===== src/rtl/vcs_pkg.sv =====
package vcs_pkg;

  typedef enum logic [0:0] {
    VS_IDLE  = 1'b0,
    VS_DRAIN = 1'b1
  } vs_state_e;

  // index width that stays legal for one entry
  function automatic int unsigned idx_width(int unsigned n);
    return (n > 1) ? $clog2(n) : 1;
  endfunction

  // primary misses not rescued by a swap
  function automatic logic [31:0] net_misses(logic [31:0] misses, logic [31:0] swaps);
    return misses - swaps;
  endfunction

  // age of a touched entry's peer after the touch
  function automatic logic [31:0] aged(logic [31:0] own, logic [31:0] touched, logic is_self);
    if (is_self) return 32'd0;
    if (own < touched) return own + 32'd1;
    return own;
  endfunction

endpackage


===== src/rtl/vcs_match.sv =====
module vcs_match #(
  parameter int unsigned ENTRIES = 4,
  parameter int unsigned ADDR_W  = 26,
  parameter int unsigned IDX_W   = 2,
  parameter int unsigned AGE_W   = 2
) (
  input  logic [ENTRIES-1:0]             valid,
  input  logic [ENTRIES-1:0][ADDR_W-1:0] tags,
  input  logic [ENTRIES-1:0][AGE_W-1:0]  ages,
  input  logic [ADDR_W-1:0]              probe,
  output logic                           hit,
  output logic [IDX_W-1:0]               hit_idx,
  output logic                           any_free,
  output logic [IDX_W-1:0]               free_idx,
  output logic [IDX_W-1:0]               lru_idx
);
  localparam logic [AGE_W-1:0] OLDEST = AGE_W'(ENTRIES - 1);

  always_comb begin
    hit      = 1'b0;
    hit_idx  = '0;
    any_free = 1'b0;
    free_idx = '0;
    lru_idx  = '0;
    for (int i = ENTRIES - 1; i >= 0; i--) begin
      if (valid[i] && tags[i] == probe) begin
        hit     = 1'b1;
        hit_idx = IDX_W'(i);
      end
      if (!valid[i]) begin
        any_free = 1'b1;
        free_idx = IDX_W'(i);
      end
      if (ages[i] == OLDEST) lru_idx = IDX_W'(i);
    end
  end
endmodule


===== src/rtl/vcs_age.sv =====
module vcs_age #(
  parameter int unsigned ENTRIES = 4,
  parameter int unsigned IDX_W   = 2,
  parameter int unsigned AGE_W   = 2
) (
  input  logic                          clk,
  input  logic                          rst_n,
  input  logic                          touch,
  input  logic [IDX_W-1:0]              touch_idx,
  output logic [ENTRIES-1:0][AGE_W-1:0] ages
);
  import vcs_pkg::*;

  logic [AGE_W-1:0] touched_age;
  assign touched_age = ages[touch_idx];

  for (genvar g = 0; g < ENTRIES; g++) begin : g_age
    logic [31:0] next_age;
    assign next_age = aged(32'(ages[g]), 32'(touched_age), touch_idx == IDX_W'(g));
    always_ff @(posedge clk) begin
      if (!rst_n)     ages[g] <= AGE_W'(g);
      else if (touch) ages[g] <= next_age[AGE_W-1:0];
    end
  end
endmodule


===== src/rtl/vcs_counters.sv =====
module vcs_counters #(
  parameter int unsigned CNT_W = 16
) (
  input  logic             clk,
  input  logic             rst_n,
  input  logic             req_inc,
  input  logic             hit_inc,
  input  logic             miss_inc,
  output logic [CNT_W-1:0] req_cnt,
  output logic [CNT_W-1:0] hit_cnt,
  output logic [CNT_W-1:0] combined
);
  import vcs_pkg::*;

  logic [CNT_W-1:0] miss_cnt;
  logic [31:0]      net;

  always_ff @(posedge clk) begin
    if (!rst_n) begin
      req_cnt  <= '0;
      hit_cnt  <= '0;
      miss_cnt <= '0;
    end else begin
      if (req_inc)  req_cnt  <= req_cnt + 1'b1;
      if (hit_inc)  hit_cnt  <= hit_cnt + 1'b1;
      if (miss_inc) miss_cnt <= miss_cnt + 1'b1;
    end
  end

  assign net      = net_misses(32'(miss_cnt), 32'(hit_cnt));
  assign combined = net[CNT_W-1:0];
endmodule


===== src/rtl/victim_swap_cache.sv =====
module victim_swap_cache #(
  parameter int unsigned ENTRIES = 4,
  parameter int unsigned ADDR_W  = 26,
  parameter int unsigned CNT_W   = 16
) (
  input  logic              clk,
  input  logic              rst_n,
  input  logic              swap_req,
  input  logic [ADDR_W-1:0] x_addr,
  input  logic [ADDR_W-1:0] v_addr,
  input  logic              v_dirty,
  input  logic              miss_evt,
  input  logic              wb_ready,
  output logic              busy,
  output logic              done,
  output logic              swap_hit,
  output logic              x_dirty,
  output logic              wb_valid,
  output logic [ADDR_W-1:0] wb_addr,
  output logic [CNT_W-1:0]  req_count,
  output logic [CNT_W-1:0]  swap_count,
  output logic [CNT_W-1:0]  combined_miss
);
  import vcs_pkg::*;

  localparam int unsigned IDX_W = idx_width(ENTRIES);
  localparam int unsigned AGE_W = idx_width(ENTRIES);

  // named internal events
  logic ev_accept;
  logic ev_hit;

  if (ENTRIES == 0) begin : g_absent
    logic done_q;
    always_ff @(posedge clk) begin
      if (!rst_n) done_q <= 1'b0;
      else        done_q <= swap_req;
    end
    assign ev_accept = 1'b0;
    assign ev_hit    = 1'b0;
    assign busy      = 1'b0;
    assign done      = done_q;
    assign swap_hit  = 1'b0;
    assign x_dirty   = 1'b0;
    assign wb_valid  = 1'b0;
    assign wb_addr   = '0;
  end else begin : g_present
    vs_state_e                     state_q;
    logic [ENTRIES-1:0]            valid_q;
    logic [ENTRIES-1:0]            dirty_q;
    logic [ENTRIES-1:0][ADDR_W-1:0] tag_q;
    logic [ENTRIES-1:0][AGE_W-1:0] age_w;

    logic              lk_hit, lk_free;
    logic [IDX_W-1:0]  lk_idx, free_idx, lru_idx;
    logic              ev_evict_wb, ev_commit;
    logic [IDX_W-1:0]  ins_idx, wr_idx;
    logic [ADDR_W-1:0] wr_addr;
    logic              wr_dirty;

    logic [ADDR_W-1:0] pend_addr_q;
    logic              pend_dirty_q;
    logic [IDX_W-1:0]  pend_idx_q;
    logic              wb_valid_q;
    logic [ADDR_W-1:0] wb_addr_q;
    logic              done_q, hit_q, xd_q;

    vcs_match #(
      .ENTRIES(ENTRIES), .ADDR_W(ADDR_W), .IDX_W(IDX_W), .AGE_W(AGE_W)
    ) u_match (
      .valid   (valid_q),
      .tags    (tag_q),
      .ages    (age_w),
      .probe   (x_addr),
      .hit     (lk_hit),
      .hit_idx (lk_idx),
      .any_free(lk_free),
      .free_idx(free_idx),
      .lru_idx (lru_idx)
    );

    assign ev_accept   = swap_req && (state_q == VS_IDLE);
    assign ev_hit      = ev_accept && lk_hit;
    assign ev_evict_wb = ev_accept && !lk_hit && !lk_free && dirty_q[lru_idx];
    assign ev_commit   = (ev_accept && !ev_evict_wb) ||
                         (state_q == VS_DRAIN && wb_ready);
    assign ins_idx     = lk_free ? free_idx : lru_idx;
    assign wr_idx      = (state_q == VS_DRAIN) ? pend_idx_q :
                         (lk_hit ? lk_idx : ins_idx);
    assign wr_addr     = (state_q == VS_DRAIN) ? pend_addr_q : v_addr;
    assign wr_dirty    = (state_q == VS_DRAIN) ? pend_dirty_q : v_dirty;

    vcs_age #(
      .ENTRIES(ENTRIES), .IDX_W(IDX_W), .AGE_W(AGE_W)
    ) u_age (
      .clk      (clk),
      .rst_n    (rst_n),
      .touch    (ev_commit),
      .touch_idx(wr_idx),
      .ages     (age_w)
    );

    for (genvar g = 0; g < ENTRIES; g++) begin : g_entry
      always_ff @(posedge clk) begin
        if (!rst_n) begin
          valid_q[g] <= 1'b0;
          dirty_q[g] <= 1'b0;
          tag_q[g]   <= '0;
        end else if (ev_commit && wr_idx == IDX_W'(g)) begin
          valid_q[g] <= 1'b1;
          dirty_q[g] <= wr_dirty;
          tag_q[g]   <= wr_addr;
        end
      end
    end

    always_ff @(posedge clk) begin
      if (!rst_n) begin
        state_q      <= VS_IDLE;
        pend_addr_q  <= '0;
        pend_dirty_q <= 1'b0;
        pend_idx_q   <= '0;
        wb_valid_q   <= 1'b0;
        wb_addr_q    <= '0;
        done_q       <= 1'b0;
        hit_q        <= 1'b0;
        xd_q         <= 1'b0;
      end else begin
        done_q <= ev_commit;
        hit_q  <= ev_hit;
        xd_q   <= ev_hit ? dirty_q[lk_idx] : 1'b0;
        case (state_q)
          VS_IDLE: begin
            if (ev_evict_wb) begin
              state_q      <= VS_DRAIN;
              wb_valid_q   <= 1'b1;
              wb_addr_q    <= tag_q[lru_idx];
              pend_addr_q  <= v_addr;
              pend_dirty_q <= v_dirty;
              pend_idx_q   <= lru_idx;
            end
          end
          default: begin
            if (wb_ready) begin
              state_q    <= VS_IDLE;
              wb_valid_q <= 1'b0;
            end
          end
        endcase
      end
    end

    assign busy     = (state_q == VS_DRAIN);
    assign done     = done_q;
    assign swap_hit = hit_q;
    assign x_dirty  = xd_q;
    assign wb_valid = wb_valid_q;
    assign wb_addr  = wb_addr_q;
  end

  vcs_counters #(.CNT_W(CNT_W)) u_cnt (
    .clk     (clk),
    .rst_n   (rst_n),
    .req_inc (ev_accept),
    .hit_inc (ev_hit),
    .miss_inc(miss_evt),
    .req_cnt (req_count),
    .hit_cnt (swap_count),
    .combined(combined_miss)
  );
endmodule


===== config.mk =====
export PLATFORM = sky130hd
export DESIGN_NAME = victim_swap_cache
export DESIGN_NICKNAME = d
export VERILOG_FILES = /design/src/rtl/vcs_pkg.sv /design/src/rtl/vcs_match.sv /design/src/rtl/vcs_age.sv /design/src/rtl/vcs_counters.sv /design/src/rtl/victim_swap_cache.sv
export SDC_FILE = /design/constraint.sdc
export NUM_CORES = 1
export LEC_CHECK = 0
export BUFFER_PORTS_ARGS = -buffer_cell sky130_fd_sc_hd__buf_2
export CAP_MARGIN = 10
export CORE_ASPECT_RATIO = 1.25
export CORE_UTILIZATION = 25
export CTS_CLUSTER_DIAMETER = 30
export DETAILED_ROUTE_END_ITERATION = 7
export GPL_TIMING_DRIVEN = 0
export PLACE_DENSITY = 0.46
export SKIP_CTS_REPAIR_TIMING = 1
export SLEW_MARGIN = 20
export SYNTH_ARGS = -nofsm -noshare
export SYNTH_HDL_FRONTEND = slang
export SYNTH_SLANG_ARGS = --single-unit

===== constraint.sdc =====
create_clock -name clk -period 6.4 [get_ports clk]
set_input_delay 1.6 -clock clk [delete_from_list [all_inputs] [get_ports clk]]
set_output_delay 1.6 -clock clk [all_outputs]
set_load 0.02 [all_outputs]

* Word-level counts from Yosys, hierarchy flattened *
Cells that the tools add are included.

storage, ports and cells
  register bits after elaboration = 228
  logic and storage cells = 155
  input port bits = 58

operators by class
  reductions and logical operators = 32
  $add $sub $neg = 8
  magnitude comparators = 7
  equal/unequal tests = 12
  bitwise logic cells = 1
  muxes and demuxes = 67

operators with widths
  cell                                                                  count
  26-bit == test                                                        4
  2-bit 2-to-1 mux                                                      32
  26-bit binary-select mux with 2-bit select                            1
  26-bit 2-to-1 mux                                                     2
  16-bit by 1-bit adder with 16-bit output, second input constant       3
  1-bit 2-to-1 mux                                                      29
  16-bit subtractor                                                     1
  1-bit logical AND                                                     15
  2-bit AND reduction                                                   7
  2-bit == test, second input constant                                  6
  2-bit nonzero test                                                    5
  2-bit by 3-bit < comparator with 1-bit output, second input constant  3
  2-bit by 1-bit adder with 2-bit output, second input constant         4
  2-bit < comparator                                                    4
  1-bit binary-select mux with 2-bit select                             2
  2-bit binary-select mux with 2-bit select                             1
  1-bit logical NOT                                                     3
  2-bit by 1-bit == test with 1-bit output, second input constant       1
  2-bit logical NOT                                                     1
  2-bit != test, second input constant                                  1
  1-bit logical OR                                                      1
  1-bit NOT                                                             1

* Logic depth before layout (Yosys ltp) *
Gate-level depths: netlist of run 1.

  depth in word-level cells = 15
  gate-level depth with buffers = 15

* By module *
Synthesis of run 1 repeated with hierarchy kept, for this count alone.

unflattened totals
  cell total of the unflattened synthesis = 1307
  area, all modules = 12497.0 um2

by module, submodules not included
  module             area an instance (um2)  cells an instance  instances
  victim_swap_cache  7503.4                  726                1
  vcs_counters       3019.1                  351                1
  vcs_match          1390.1                  170                1
  vcs_age            584.3                   60                 1

* Least setup slack after synthesis of run 1 *
OpenSTA, ideal clock, no wires.

  path kind = flip-flop to output port
  start point = reg u_cnt.hit_cnt[0]
  end point = out combined_miss[14]
  stages on the path, launching flop included = 14
  arrival time = 3.022 ns
  data required time = 4.800 ns
  slack = 1.778 ns
  path buffers = 0
  path through = dfxtp_1 ha_1 fa_1 nor2b_1 o21ai_0 a21boi_0 o21ai_0 a21boi_0 o21ai_0 a21boi_0 o21ai_0 a211oi_1 mux2i_1 o2111ai_1

between the ends
  word-level cells in the longest chain between the ends = 1

RTL lines
  element                 line                     text
  from (decl)             vcs_counters.sv:10       output logic [CNT_W-1:0] hit_cnt,
  from (signal assigned)  vcs_counters.sv:25       if (hit_inc) hit_cnt <= hit_cnt + 1'b1;
  16-bit subtractor       vcs_pkg.sv:15            return misses - swaps;
  to (decl)               victim_swap_cache.sv:22  output logic [CNT_W-1:0] combined_miss

Every way passes these cells.

* Final worst setup path of run 1 *
  start point = reg u_cnt.miss_cnt[0]
  end point = out combined_miss[14]

between the ends
  word-level cells in the longest chain between the ends = 1

RTL lines
  element                 line                text
  from (decl)             vcs_counters.sv:15  logic [CNT_W-1:0] miss_cnt;
  from (signal assigned)  vcs_counters.sv:26  if (miss_inc) miss_cnt <= miss_cnt + 1'b1;
  16-bit subtractor       vcs_pkg.sv:15

Every way passes these cells.

==> results.cfg, run 1 <==
[timing]
fin_crit_sh = 0.902
holdWs_ns = 0.451
max_freq_ghz = 0.173
relSlewSlack = 0.370
slew_viol_final = 0
hold_viol_final = 0
finalSetupViolations = 0
min_period_ns = 5.78
fin_tns_setup_ns = 0
fin_skew_ns = 0.0217
rsz0062_at_grt = no
worstMarginPinSlew_ns = 0.937

[detailed_routing]
drt-pass1-iter-count = 5
routed.top_layer = met4
routedWlPerCell_um = 20.4
routed_via_density = 4.96
wl_met2_um = 22600
wl_um = 44900
detail-route-antenna-nets = 0
drt_iter0_markers = 607
via_count = 10908
dr_wl_met3_um = 2040
drc = 0
drt-met1-wl_um = 18300

[logic_synthesis]
synth_top_family_by_area = simple AND/OR/NAND/NOR gates
syn_area_per_cell_um2 = 8.43
netlist_area_um2 = 11700
ys_types = 69
synth_compound_area_frac = 0.180
synth_nets = 1465
yosys.area_share.adder = 0.0253
synth-main-ff-cell = dfxtp_1
ys_seq_area_frac = 0.391
netlist_instances = 1384
synthTopCellsByArea = dfxtp_1 (39%), a211oi_1 (8.8%), nor2_1 (7.2%)
synth_top_area_share = 0.391
synthSimpleGateAreaFrac = 0.192
yosysTopAreaCell = dfxtp_1
yosysWarnings = 0
synth-seq-cells = 228
synth_edf_count = 0
synth-async-reset-ratio = 0
muxShareOfSynthArea = 0.0526
synthXorXnorAreaFrac = 0.114

[cts]
clock_path_buffers = 3
htree_levels = 2
numCtsBuffers = 57
cts.sinks = 228
clk_latency_ns = 0.60
root_buffer = clkbuf_16
cts_tree = yes
clk_pin_slew_ns = 0.04

[grt]
antenna_found_initial = 0
grt_start_max_net_pins = 17
grt_pass1_vias = 10793
overflow = 0
grt_pass1_wl_um = 67400
grtUsageTotal = 0.187

[worst_setup_path]
crit_top_cell = o21ai_0
cp.arrival_ns = 4.18
worstSetupPathType = flip-flop to output port
reg2reg_slack_ns = 1.87
critPathLaunchType = flip-flop
reg2reg_depth = 11
end_kind = output port
worstPathRequired_ns = 4.80
worst_r2r_startpoint = g_present.tag_q[63]$_SDFFE_PN0P_
slowest_delay_ns = 0.44
r2r_end = g_present.tag_q[46]$_SDFFE_PN0P_
cp_max_fo = 5
crit_start = u_cnt.miss_cnt[0]$_SDFFE_PN0P_
crit_slowest_cell = a211oi_1
cp_cell_sequence = inv_1 > ha_1 > fa_1 > nor2b_1 > o21ai_0 > a21boi_0 > o21ai_0 > a21boi_0 > o21ai_0 > a21boi_0 > o21ai_0 > a211oi_1 > mux2i_1 > o2111ai_1 > buf_2
endpoint = combined_miss[14]

[power_and_ir_drop]
vdd_ir_drop_max_uv = 249
p_clk_frac = 0.616
power_frac_comb = 0.089
netSwitchingPower_mw = 1.29
leakage_nw = 5.46
seq_power_share = 0.295
swShare = 0.252
p_int_mw = 3.83
powerDensity_nw_per_um2 = 338

[final_layout]
insertedDiodeCount = 0
syn_to_final_growth_pct = 29.7
nets = 1648
drive_gt1_frac = 0.159
mostFrequentLayoutCells = dfxtp_1 (228), nor2_1 (224), buf_2 (139)
final_common_cell = dfxtp_1

[place]
dp_hpwl_um = 34900
globalplace.congestion = 0.938
io_buffers = 124

[die]
start_util = 0.253
boundaryPins = 137
core_um2 = 46100
die_y_um = 244
die_w_um = 195
rows = 88
die-area_um2 = 47500

[run_status]
status = finished clean

[min_path]
hp-start = g_present.pend_addr_q[13]$_SDFFE_PN0P_
min_path_type = flip-flop to flip-flop

[flow_run]
maxCapViolCount = 0
-- Yosys cell counts, types with 3 or more instances --
library cell and count:
dfxtp_1 228, nor2_1 224, a211oi_1 137, nand2_1 96, xnor2_1 86, a21oi_1 73
clkbuf_1 66, xor2_1 66, mux2i_1 59, nand4_1 48, inv_1 38, nand3_1 26
o22ai_1 26, ha_1 22, o21ai_0 21, buf_2 15, nor3_1 13, nor4_1 13
buf_1 9, nor2b_1 9, and3_1 8, or4_1 8, o21a_1 7, or3_1 7
a21boi_0 6, a31oi_1 6, o211ai_1 5, and3b_1 4, and4_1 4, a21o_1 3
and2_1 3, or2_2 3
-- sequential cells by signal, summed over array words and instances (netlist names), 2 cells and up --
signal,flops
wb_addr,26
g_present.tag_q,104
u_cnt.miss_cnt,16
g_present.pend_idx_q,2
g_present.u_age.ages,8
g_present.pend_addr_q,26
g_present.dirty_q,4
g_present.valid_q,4
u_cnt.req_cnt,16
u_cnt.hit_cnt,16
-- per-stage QoR --
| stage | cells | power (mW) | util | cell area (um^2) | setup WS, ns |
|---|---|---|---|---|---|
| 3_5_place_dp | 2093 | 1.99 | 0.282 | 13000 | 0.469 |
| 4_1_cts | 2200 | 5.16 | 0.328 | 15100 | 0.547 |
| 2_1_floorplan | 1384 | 1.81 | - | 11700 | 1.78 |
| 5_1_grt | 2200 | 5.28 | 0.328 | 15100 | 0.219 |
| 6_report | 2200 | 5.12 | 0.328 | 15100 | 0.624 |
| 3_3_place_gp | 2093 | 1.99 | 0.282 | 13000 | 0.570 |
-- critical path: cells and delay by family (launching register included) --
family                   cells  cell delay [ns]
flip-flops                   1             0.41
buffers and inverters        2             0.24
multiplexers                 1             0.25
adder cells (fa/ha/maj)      2             0.62
AO/OA/AOI/OAI                9             1.96
AND/OR/NAND/NOR              1             0.13
-- power by group through the flow --
| stage | Sequential, mW | Combinational [mW] | Clock (mW) |
|---|---|---|---|
| finish | 1.51 | 0.456 | 3.15 |
| global route | 1.51 | 0.490 | 3.28 |
| CTS | 1.51 | 0.456 | 3.20 |
| detailed placement | 1.54 | 0.454 | 0 |
| global placement | 1.54 | 0.453 | 0 |
| floorplan | 1.52 | 0.282 | 0 |
-- how the worst min path moves through the flow --
| stage | to | slack, ns | cells past startpoint |
|---|---|---|---|
| global placement | g_present.pend_addr_q[9]$_SDFFE_PN0P_ | 0.44 | 2 |
| floorplan | g_present.pend_addr_q[0]$_SDFFE_PN0P_ | 0.44 | 2 |
| detailed placement | g_present.pend_addr_q[17]$_SDFFE_PN0P_ | 0.45 | 2 |
| CTS | g_present.pend_addr_q[17]$_SDFFE_PN0P_ | 0.45 | 2 |
| global route | g_present.pend_addr_q[17]$_SDFFE_PN0P_ | 0.47 | 2 |
| finish | g_present.pend_addr_q[13]$_SDFFE_PN0P_ | 0.45 | 2 |
-- kinds of logic (layout without fill, tap and decap cells) --
| logic type | after synthesis | count (layout) |
|---|---|---|
| mux | 60 | 60 |
| compound gates | 308 | 308 |
| xor+xnor | 152 | 152 |
| simple gates | 482 | 482 |
| buf+inv | 131 | 362 |
| flops | 228 | 228 |
| fa+ha+maj | 23 | 23 |
-- layer usage --
metal  track usage  up-vias
li1              -     5307
met1         0.213     5188
met2         0.336      308
met3        0.0356      105
met4        0.0862        0
met5             0        -
-- area by class of cell --
cell class / instances / area (um^2)
timing repair buffer: 124 / 621
buffer: 92 / 375
clock inverter: 41 / 639
multi-input combinational: 1025 / 6580
tap: 585 / 732
clock buffer: 66 / 1470
sequential: 228 / 4560
inverter: 39 / 146
fill: 4878 / 31000
Power figures use the tool's default switching activity.
==> inputs of run 2 (changes only) <==
==> constraint.sdc (replaced) <==
create_clock -name clk -period 5.57 [get_ports clk]
set_input_delay 1.3925 -clock clk [delete_from_list [all_inputs] [get_ports clk]]
set_output_delay 1.3925 -clock clk [all_outputs]
set_load 0.02 [all_outputs]
==> results.cfg, run 2 (same netlist as run 1, synthesis figures left out) <==
[run_status]
status = finished clean

[die]
die-area_um2 = 47500
boundaryPins = 137
die_y_um = 244
rows = 88
core_um2 = 46100
start_util = 0.253
die_w_um = 195

[detailed_routing]
drc = 0
drt-pass1-iter-count = 5
detail-route-antenna-nets = 0
via_count = 10938
wl_um = 45000
routed_via_density = 4.97
routedWlPerCell_um = 20.4
drt_iter0_markers = 550

[final_layout]
syn_to_final_growth_pct = 29.8
mostFrequentLayoutCells = dfxtp_1 (228), nor2_1 (224), buf_2 (139)
finalNonFillerCells = 2202
nets = 1650
multiInputGateArea_um2 = 6590
fill_cells = 4877
drive_gt1_frac = 0.161
largest_register = g_present.tag_q
final_common_cell = dfxtp_1
largest_reg_flops = 104
layout.area.seq_um2 = 4560
insertedDiodeCount = 0

[timing]
rsz0062_at_grt = no
fin_skew_ns = 0.0228
fin_crit_sh = 0.935
finalSetupViolations = 0
slew_viol_final = 0
min_period_ns = 5.21
hold_viol_final = 0
max_freq_ghz = 0.192
relSlewSlack = 0.372
worstMarginPinSlew_ns = 0.942
holdWs_ns = 0.451

[worst_setup_path]
end_kind = output port
worstPathRequired_ns = 4.18
critPathLaunchType = flip-flop
cp.arrival_ns = 3.82
worstSetupPathType = flip-flop to output port
cp_max_fo = 5

[grt]
grt_pass1_vias = 10793
antenna_found_initial = 0
overflow = 0
grt_start_max_net_pins = 17
grt_pass1_wl_um = 67400
grtUsageTotal = 0.187

[min_path]
min_path_type = flip-flop to flip-flop

[flow_run]
maxCapViolCount = 0

[place]
io_buffers = 124
placed_cells = 2093
globalplace.congestion = 0.938
dp_hpwl_um = 34900

[cts]
clk_latency_ns = 0.60
clk_pin_slew_ns = 0.04
numCtsBuffers = 57
cts_tree = yes
clock_path_buffers = 3
htree_levels = 2
cts.sinks = 228
root_buffer = clkbuf_16

[power_and_ir_drop]
vdd_ir_drop_max_uv = 286
leakage_nw = 5.47
powerDensity_nw_per_um2 = 388
run 2: path summary, 6_finish.rpt:
kind | from | to | slack (ns) | cells after the start
worst max-delay path | u_cnt.miss_cnt[0]$_SDFFE_PN0P_ | combined_miss[14] | 0.36 | 15
worst min-delay path | g_present.pend_addr_q[13]$_SDFFE_PN0P_ | g_present.pend_addr_q[13]$_SDFFE_PN0P_ | 0.45 | 2
worst max register to register | g_present.tag_q[63]$_SDFFE_PN0P_ | g_present.tag_q[46]$_SDFFE_PN0P_ | 1.01 | 11
worst min register to register | g_present.pend_addr_q[13]$_SDFFE_PN0P_ | g_present.pend_addr_q[13]$_SDFFE_PN0P_ | 0.45 | 2
run 2: stage by stage:
step / cell area (um^2) / total power [mW] / TNS (ns) / worst slack (ns) / util
6_report: 15100 / 5.88 / 0 / 0.361 / 0.328
5_1_grt: 15100 / 6.07 / 0 / 0.0140 / 0.328
4_1_cts: 15100 / 5.93 / -0.0750 / -0.0750 / 0.328
3_5_place_dp: 13000 / 2.29 / -3.54 / -0.154 / 0.282
3_3_place_gp: 13000 / 2.28 / -0.805 / -0.0525 / 0.282
2_1_floorplan: 11700 / 2.08 / 0 / 1.16 / -
run 2: area by class of cell:
class                           count  share of cell area
Timing Repair Buffer              126              0.0420
Sequential cell                   228               0.301
Buffer                             92              0.0248
Clock inverter                     41              0.0422
Clock buffer                       66              0.0971
Multi-Input combinational cell   1025               0.435
Inverter                           39             0.00966
Tap cell                          585              0.0483
run 2: critical path, cell delays in order (launching register included):
cell,delay (ns)
dfxtp_1,0.40
inv_1,0.06
ha_1,0.20
fa_1,0.41
nor2b_1,0.13
o21ai_0,0.11
a21boi_1,0.21
o21ai_0,0.14
a21boi_1,0.21
o21ai_0,0.13
a21boi_1,0.21
o21ai_0,0.15
a211oi_2,0.33
mux2i_1,0.23
o2111ai_1,0.13
buf_2,0.17
run 2: power by group:
part	switching [mW]	internal, mW
sequential	0.0523	1.68
clock	1.08	2.54
combinational	0.349	0.177
total	1.48	4.40
run 2: per-layer routing:
metal | up-vias | share of wire | track usage
met5 | - | 0 | 0
met3 | 105 | 0.043 | 0.0356
met4 | 0 | 0.044 | 0.0862
met2 | 317 | 0.50 | 0.336
met1 | 5206 | 0.41 | 0.213
li1 | 5310 | - | -
==> inputs of run 3 (changes only) <==
--- a/config.mk
+++ b/config.mk
@@ -13,6 +13,8 @@
 export DETAILED_ROUTE_END_ITERATION = 7
 export GPL_TIMING_DRIVEN = 0
 export PLACE_DENSITY = 0.46
+export REMOVE_ABC_BUFFERS = 1
+export SETUP_SLACK_MARGIN = 0.15
 export SKIP_CTS_REPAIR_TIMING = 1
 export SLEW_MARGIN = 20
 export SYNTH_ARGS = -nofsm -noshare
==> results.cfg, run 3 (same netlist as run 1, synthesis figures left out) <==
[cts]
cts.sinks = 228
numCtsBuffers = 61
root_buffer = clkbuf_16
clk_pin_slew_ns = 0.04
clock_path_buffers = 3
cts_tree = yes
htree_levels = 2
clk_latency_ns = 0.61

[timing]
finalSetupViolations = 0
max_freq_ghz = 0.193
slew_viol_final = 0
relSlewSlack = 0.398
rsz0062_at_grt = yes
worstMarginPinSlew_ns = 0.903
fin_skew_ns = 0.0384
fin_crit_sh = 0.929
min_period_ns = 5.17
hold_viol_final = 0
fin_tns_setup_ns = 0
holdWs_ns = 0.450

[die]
die_y_um = 244
die-area_um2 = 47500
start_util = 0.253
rows = 88
boundaryPins = 137
core_um2 = 46100
die_w_um = 195

[grt]
grt_pass1_vias = 10202
grtUsageTotal = 0.164
antenna_found_initial = 3
use_met2 = 0.285
overflow = 0
grt_start_max_net_pins = 114
gr-max-usage-layer = met2
grt.met1_usage = 0.196
grt_pass1_wl_um = 60500
met3_usage = 0.0300

[worst_setup_path]
cp.arrival_ns = 3.78
end_kind = output port
reg2reg_depth = 14
worstSetupPathType = flip-flop to output port
r2r_end = g_present.tag_q[63]$_SDFFE_PN0P_
worstPathRequired_ns = 4.18
critPathLaunchType = flip-flop
reg2reg_slack_ns = 1.01
crit_start = u_cnt.hit_cnt[0]$_SDFFE_PN0P_
cp_max_fo = 6
endpoint = combined_miss[14]
worst_r2r_startpoint = g_present.u_age.ages[7]$_SDFFE_PN1P_

[detailed_routing]
routedWlPerCell_um = 18.2
detail-route-antenna-nets = 0
drt-pass1-iter-count = 5
drt_iter0_markers = 512
wl_um = 39000
via_count = 10388
drc = 0
routed_via_density = 4.84

[final_layout]
mostFrequentLayoutCells = dfxtp_1 (226), nor2_1 (224), buf_2 (137)
largest_register = g_present.tag_q
nets = 1596
insertedDiodeCount = 0
fin_util = 0.329
syn_to_final_growth_pct = 30.0
drive_gt1_frac = 0.183
final_common_cell = dfxtp_1
largest_reg_flops = 104

[place]
io_buffers = 136
globalplace.congestion = 0.924
dp_hpwl_um = 28300

[power_and_ir_drop]
finalPower_mw = 5.63
powerDensity_nw_per_um2 = 371
leakage_nw = 5.54
vdd_ir_drop_max_uv = 255

[run_status]
status = finished clean

[min_path]
min_path_type = flip-flop to flip-flop

[flow_run]
maxCapViolCount = 0
-- run 3: cell types whose count changed in the layout (fill, tap and decap cells not counted), moves of 3 or more --
cell	previous run	this run
clkbuf_1	74	12
clkbuf_8	1	15
buf_4	3	13
bufinv_16	14	4
clkinvlp_4	10	0
buf_1	9	0
buf_16	0	6
clkbuf_16	57	61
o21ai_0	21	17
o21ai_4	0	3
-- run 3: layout make-up --
type	count	area, um^2
clock buffers	88	1780
clock inverters	20	262
fillers	4802	31000
inverters	39	154
multi-input cells	1025	6660
flip-flops and latches	228	4570
well taps	585	732
repair buffers	160	1010
-- run 3: critical path, stage by stage (launching register included) --
cell and delay (ns):
dfxtp_1 0.39, ha_1 0.26, fa_1 0.41, nor2b_1 0.12, o21ai_0 0.10, a21boi_1 0.18
o21ai_0 0.14, a21boi_1 0.23, o21ai_1 0.12, a21boi_1 0.20, o21ai_0 0.16, a211oi_2 0.32
mux2i_1 0.23, o2111ai_1 0.15, buf_2 0.19
-- run 3: worst min path at each step --
stage	start	cells after the start	slack (ns)	endpoint
2_1_floorplan	g_present.pend_addr_q[0]$_SDFFE_PN0P_	2	0.44	g_present.pend_addr_q[0]$_SDFFE_PN0P_
3_3_place_gp	g_present.pend_addr_q[22]$_SDFFE_PN0P_	2	0.44	g_present.pend_addr_q[22]$_SDFFE_PN0P_
3_5_place_dp	g_present.pend_addr_q[9]$_SDFFE_PN0P_	2	0.45	g_present.pend_addr_q[9]$_SDFFE_PN0P_
4_1_cts	g_present.pend_addr_q[9]$_SDFFE_PN0P_	2	0.45	g_present.pend_addr_q[9]$_SDFFE_PN0P_
5_1_grt	g_present.pend_addr_q[11]$_SDFFE_PN0P_	2	0.47	g_present.pend_addr_q[11]$_SDFFE_PN0P_
6_report	g_present.pend_addr_q[8]$_SDFFE_PN0P_	2	0.45	g_present.pend_addr_q[8]$_SDFFE_PN0P_
-- run 3: metrics by stage --
step	setup slack [ns]	std cells	area, um^2
after floorplan	-3.02	1292	11300
after CTS	-0.190	2143	15100
after global routing	0.0999	2145	15200
final	0.396	2145	15200
after global placement	-8.47	2013	12700
after detailed placement	-0.801	2035	13100
-- run 3: per-layer routing --
metal | part of all wire | routed length, um | vias up
met4 | 0.028 | 1110 | 6
met1 | 0.44 | 17000 | 4834
met5 | 0.00087 | 34 | -
met3 | 0.043 | 1690 | 72
li1 | - | - | 5212
met2 | 0.49 | 19200 | 264
-- run 3: power breakdown --
part | switching (mW) | internal (mW) | total (mW)
Sequential | 0.0502 | 1.69 | 1.74
Combinational | 0.321 | 0.187 | 0.507
Clock | 1.03 | 2.36 | 3.39
